File: src/rtl/nsr_pkg.sv
package nsr_pkg;
   typedef enum logic [1:0] {
      MODE_NORMAL = 2'd0,
      MODE_STAT   = 2'd1,
      MODE_EDC    = 2'd2
   } nsr_mode_e;
endpackage

File: src/rtl/nsr_cmd_decode.sv
module nsr_cmd_decode
   import nsr_pkg::*;
#(
   parameter int          IO_W     = 8,
   parameter logic [IO_W-1:0] CMD_STAT = 8'h70,
   parameter logic [IO_W-1:0] CMD_EDC  = 8'h7B
) (
   input  logic            clk,
   input  logic            rst_n,
   input  logic            cle,
   input  logic            ce_n,
   input  logic            we_n,
   input  logic [IO_W-1:0] io_in,
   output nsr_mode_e       mode_q
);
   logic      we_q;
   logic      take;
   nsr_mode_e mode_d;

   // rising edge of the write strobe while command latch is up and chip selected
   assign take = cle & ~ce_n & we_n & ~we_q;

   always_comb begin
      mode_d = mode_q;
      if (take) begin
         if (io_in == CMD_STAT)     mode_d = MODE_STAT;
         else if (io_in == CMD_EDC) mode_d = MODE_EDC;
         else                       mode_d = MODE_NORMAL;
      end
   end

   always_ff @(posedge clk or negedge rst_n) begin
      if (!rst_n) begin
         we_q   <= 1'b1;
         mode_q <= MODE_NORMAL;
      end else begin
         we_q   <= we_n;
         mode_q <= mode_d;
      end
   end
endmodule

File: src/rtl/nsr_edc_valid.sv
module nsr_edc_valid (
   input  logic clk,
   input  logic rst_n,
   input  logic set_i,
   input  logic clr_i,
   output logic valid_q
);
   always_ff @(posedge clk or negedge rst_n) begin
      if (!rst_n)     valid_q <= 1'b0;
      else if (clr_i) valid_q <= 1'b0;
      else if (set_i) valid_q <= 1'b1;
   end
endmodule

File: src/rtl/nsr_status_mux.sv
module nsr_status_mux
   import nsr_pkg::*;
#(
   parameter int IO_W    = 8,
   parameter int OUT_REG = 0,
   parameter int PF_BIT  = 0,
   parameter int ERR_BIT = 1,
   parameter int VLD_BIT = 2,
   parameter int RB_BIT  = 6,
   parameter int WP_BIT  = 7
) (
   input  logic            clk,
   input  logic            rst_n,
   input  nsr_mode_e       mode,
   input  logic            ce_n,
   input  logic            re_n,
   input  logic            busy,
   input  logic            op_fail,
   input  logic            wp_on,
   input  logic            cb_fail,
   input  logic            edc_err,
   input  logic            edc_vld,
   output logic [IO_W-1:0] io_out,
   output logic            io_oe
);
   logic [IO_W-1:0] stat_byte;
   logic [IO_W-1:0] edc_byte;
   logic [IO_W-1:0] sel_byte;
   logic            drive;

   always_comb begin
      stat_byte         = '0;
      stat_byte[PF_BIT] = op_fail;
      stat_byte[RB_BIT] = ~busy;
      stat_byte[WP_BIT] = ~wp_on;
      edc_byte          = '0;
      edc_byte[PF_BIT]  = cb_fail;
      edc_byte[ERR_BIT] = edc_err;
      edc_byte[VLD_BIT] = edc_vld;
      edc_byte[RB_BIT]  = ~busy;
      edc_byte[WP_BIT]  = ~wp_on;
   end

   assign drive    = (mode != MODE_NORMAL) & ~ce_n & ~re_n;
   assign sel_byte = !drive ? '0 : (mode == MODE_EDC) ? edc_byte : stat_byte;

   generate
      if (OUT_REG != 0) begin : g_reg
         always_ff @(posedge clk or negedge rst_n) begin
            if (!rst_n) begin
               io_out <= '0;
               io_oe  <= 1'b0;
            end else begin
               io_out <= sel_byte;
               io_oe  <= drive;
            end
         end
      end else begin : g_comb
         assign io_out = sel_byte;
         assign io_oe  = drive;
      end
   endgenerate
endmodule

File: src/rtl/nand_status_responder.sv
module nand_status_responder
   import nsr_pkg::*;
#(
   parameter int IO_W     = 8,
   parameter logic [IO_W-1:0] CMD_STAT = 8'h70,
   parameter logic [IO_W-1:0] CMD_EDC  = 8'h7B,
   parameter int OUT_REG  = 0,
   parameter int PF_BIT   = 0,
   parameter int ERR_BIT  = 1,
   parameter int VLD_BIT  = 2,
   parameter int RB_BIT   = 6,
   parameter int WP_BIT   = 7
) (
   input  logic            clk,
   input  logic            rst_n,
   input  logic            cle,
   input  logic            ce_n,
   input  logic            we_n,
   input  logic            re_n,
   input  logic [IO_W-1:0] io_in,
   input  logic            busy,
   input  logic            op_fail,
   input  logic            wp_on,
   input  logic            cb_fail,
   input  logic            edc_err,
   input  logic            edc_set,
   input  logic            edc_clr,
   output logic [IO_W-1:0] io_out,
   output logic            io_oe
);
   localparam int MAX_BIT = IO_W - 1;

   generate
      if (IO_W < 3) begin : g_bad_width
         $fatal(1, "IO_W too small for the status layout");
      end
      if (PF_BIT > MAX_BIT || ERR_BIT > MAX_BIT || VLD_BIT > MAX_BIT ||
          RB_BIT > MAX_BIT || WP_BIT > MAX_BIT) begin : g_bad_pos
         $fatal(1, "status bit position beyond bus width");
      end
      if (PF_BIT == ERR_BIT || PF_BIT == VLD_BIT || PF_BIT == RB_BIT ||
          PF_BIT == WP_BIT || ERR_BIT == VLD_BIT || ERR_BIT == RB_BIT ||
          ERR_BIT == WP_BIT || VLD_BIT == RB_BIT || VLD_BIT == WP_BIT ||
          RB_BIT == WP_BIT) begin : g_bad_overlap
         $fatal(1, "status bit positions overlap");
      end
      if (CMD_STAT == CMD_EDC) begin : g_bad_cmd
         $fatal(1, "status opcodes must differ");
      end
   endgenerate

   nsr_mode_e mode_q;
   logic      edc_vld;

   nsr_cmd_decode #(.IO_W(IO_W), .CMD_STAT(CMD_STAT), .CMD_EDC(CMD_EDC)) u_dec (
      .clk(clk), .rst_n(rst_n), .cle(cle), .ce_n(ce_n), .we_n(we_n),
      .io_in(io_in), .mode_q(mode_q)
   );

   nsr_edc_valid u_vld (
      .clk(clk), .rst_n(rst_n), .set_i(edc_set), .clr_i(edc_clr), .valid_q(edc_vld)
   );

   nsr_status_mux #(
      .IO_W(IO_W), .OUT_REG(OUT_REG), .PF_BIT(PF_BIT), .ERR_BIT(ERR_BIT),
      .VLD_BIT(VLD_BIT), .RB_BIT(RB_BIT), .WP_BIT(WP_BIT)
   ) u_mux (
      .clk(clk), .rst_n(rst_n), .mode(mode_q), .ce_n(ce_n), .re_n(re_n),
      .busy(busy), .op_fail(op_fail), .wp_on(wp_on), .cb_fail(cb_fail),
      .edc_err(edc_err), .edc_vld(edc_vld), .io_out(io_out), .io_oe(io_oe)
   );
endmodule

File: config.mk
export PLATFORM = sky130hd
export DESIGN_NAME = nand_status_responder
export DESIGN_NICKNAME = d
export VERILOG_FILES = /design/src/rtl/nsr_pkg.sv /design/src/rtl/nsr_cmd_decode.sv /design/src/rtl/nsr_edc_valid.sv /design/src/rtl/nsr_status_mux.sv /design/src/rtl/nand_status_responder.sv
export SDC_FILE = /design/constraint.sdc
export NUM_CORES = 1
export LEC_CHECK = 0
export ABC_AREA = 0
export BUFFER_PORTS_ARGS = -buffer_cell sky130_fd_sc_hd__buf_4
export CAP_MARGIN = 20
export CORE_AREA = 2 2 39 41
export CTS_CLUSTER_SIZE = 10
export DETAILED_ROUTE_END_ITERATION = 10
export DIE_AREA = 0 0 41 43
export GPL_TIMING_DRIVEN = 1
export PLACE_DENSITY_LB_ADDON = 0.25
export RECOVER_POWER = 50
export SLEW_MARGIN = 0
export SYNTH_ARGS = -nofsm -noshare
export SYNTH_HDL_FRONTEND = slang
export SYNTH_SLANG_ARGS = --single-unit
File: constraint.sdc
create_clock -name clk -period 1.15 [get_ports clk]
set_input_delay 0.23 -clock clk [delete_from_list [all_inputs] [get_ports clk]]
set_output_delay 0.23 -clock clk [all_outputs]
set_load 0.005 [all_outputs]
==> flow_summary.toml <==
[final_layout]
layout-drive-gt1-share_pct = 59.4
antenna_cells = 0
seq_area_um2 = 101
multi_input_area_um2 = 168
area_growth_pct = 112
post-route-util_pct = 40.1
fin_area_um2 = 554
nets = 86
fillCellCount = 154

[worst_setup_path]
critical_path_class = "flop to output pin"
crit_buf_inv = 1
r2r-end = "u_dec.mode_q[0]"
required_ps = 920
critPathMaxFanout = 3
crit_family = "flip-flops"
critPathCaptureType = "output pin"
reg2reg_depth = 3
r2r_slack_ps = -40
cpPeakStageDelay_ps = 360
crit_chain = "nor2b_4, mux2i_1, nor2_1, buf_4"
slowest_stage = "dfrtp_1"
cp.arrival_ps = 1160
critPathLaunchType = "flop"
r2r_start = "u_dec.we_q"

[die]
die_area_um2 = 1760
rows = 14
placeableCoreArea_um2 = 1380
die_w_um = 41
ios = 30
die_h_um = 43
start_util_pct = 18.9

[synth]
synth.area.top_cells = "dfrtp_1, nand4bb_4, dfstp_2"
synthCells = 29
synth-seq-cells = 4
ys_top_cells_by_count = "nor2_1, buf_4, dfrtp_1, nand2_1, and3_1"
synth_top_area_share_pct = 28.7
mappedNetlistArea_um2 = 262
synth.avg_cell_area_um2 = 9.02
ys_seq_area_share_pct = 38.8
synth_warnings = 0
synthArstFlopShare_pct = 100
yosysMostFrequentCell = "nor2_1"
synth_ff_type = "dfrtp_1"
synth_top_cell_by_area = "dfrtp_1"
yosysUniqueCellTypes = 17
synth_edf_count = 0

[routing]
drt_iter0_drc = 0
vias = 314
routed_wl_um = 722
drtPass1Iterations = 1
routed_via_density = 3.93
postRouteAntennaNets = 0
wl_met3_um = 134
wl_met2_um = 348
wl_met1_um = 239
top_layer_used = "met3"
route.detailed.drc = 0
routedWlPerCell_um = 9.03

[clocking]
cts_inserted_buffers = 3
path_clk_slew_ps = 40
cts.sinks = 4
cts_root_buf = "clkbuf_4"
h-tree-depth = 1
cts_tree = "built"
clk_latency_ps = 240
clk_path_buf_depth = 2

[hold_path]
hold_start = "we_n"
hold_path_end = "u_dec.we_q"
whs_path_depth = 1
hp-class = "primary input to flop"

[pwr]
switching_power_uw = 84.7
internal-power_uw = 331
switching_share_pct = 20.4
seqPwrFrac_pct = 36.0
power_frac_clock_pct = 45.3
irDropWorstVdd_mv = 0.262
power_frac_comb_pct = 18.8
powerDensity_nw_per_um2 = 750
total_power_uw = 416
leakagePower_uw = 0.000288

[timing]
rsz0062_at_grt = "yes"
slew_violations = 0
worst_slack_ps = -243
finalSetupViolCount = 7
fmax_mhz = 718
fin_crit_sh_pct = 121
hold_viol_final = 0
fin_skew_ps = 6.19
fin_crit_ps = 1390
hold_slack_ps = 142

[placed_design]
port_buffers = 26
dpl_cell_area_um2 = 462
place.gp.congestion = 0.633
pre_cts_slack_ps = -79.5

[global_routing]
antenna_found_initial = 0
grt_remaining_overflow = 0
grt_max_degree = 5
grt_pass1_wl_mm = 1.06
grt_pass1_vias = 316
grt_use_total_pct = 9.38

[status]
violations = "setup timing"
status = "finished, violations left"

[run]
cap_violations = 0
[power by group through the flow]
stage          registers (uW)  clock network (uW)  logic [uW]
2_1_floorplan             150                   0        22.8
3_3_place_gp              151                   0        73.9
3_5_place_dp              151                   0        74.0
4_1_cts                   150                 199        77.6
5_1_grt                   150                 202        86.8
6_report                  150                 188        78.0
[what timing repair did]
| action | CTS | global route |
|---|---|---|
| hold buffers | 1 | 0 |
| gates resized for setup | 3 | 4 |
| setup endpoints to repair | 7 | 7 |
| setup buffers | 2 | 3 |
| hold endpoints to repair | 4 | 0 |
| pin swaps | 2 | 1 |
[logic make-up (layout without fill, tap and decap cells)]
logic type             count (synthesis)  in the layout  share of synthesized area (%)
muxes                                  1              1                           3.83
other                                  1              3                           1.43
and+or+nand+nor                       16             16                           39.2
DFF                                    4              4                           38.8
AOI/OAI and AO/OA                      3              3                           6.70
buffers and inverters                  4             37                           10.0
[worst reg2reg max path: stages, from the launching register on]
cell,delay [ps]
dfstp_2,350
nand4bb_4,230
or4_4,430
o21ai_2,110
[cell usage in the layout (no fill, tap or decap), drive strengths merged]
cell | Yosys | routed
nor4bb | 1 | 1
or4 | 1 | 1
nor2b | 1 | 1
o21ai | 2 | 2
inv | 1 | 1
nor2 | 6 | 6
o31ai | 1 | 1
nand4bb | 1 | 1
and3 | 2 | 2
buf | 3 | 29
dlygate4sd3 | 0 | 1
dfrtp | 3 | 3
clkbuf | 0 | 6
dfstp | 1 | 1
mux2i | 1 | 1
nand3 | 1 | 1
nand2 | 3 | 3
conb | 1 | 3
[routing by layer]
layer	track usage (%)	vias up
li1	-	162
met1	7.82	127
met2	15.9	25
met3	3.14	0
met4	8.00	0
met5	0	-
[worst max-delay path by stage]
stage,start,endpoint,cells after the start
detailed placement,u_dec.mode_q[0],io_out[0],4
finish,u_dec.mode_q[1],io_out[0],4
floorplan,u_dec.we_q,u_dec.mode_q[0],3
global route,u_dec.mode_q[1],io_out[0],4
CTS,u_dec.mode_q[0],io_out[0],4
global placement,u_dec.mode_q[0],io_out[0],4
[per-stage QoR]
stage,cells,TNS [ps]
detailed placement,70,-233
finish,80,-1370
CTS,77,-1420
global route,80,-1690
global placement,70,-140
floorplan,31,0
[registers in the layout (all words and copies together) (netlist names)]
signal,cells
u_dec.mode_q,2
u_dec.we_q,1
u_vld.valid_q,1
[cell type report]
cell class	count	share of cell area, %
Timing Repair Buffer	32	42.4
Multi-Input combinational cell	23	30.2
Sequential cell	4	18.3
Clock buffer	4	4.74
Tap cell	16	3.61
Inverter	1	0.677
Power figures use the tool's default switching activity.
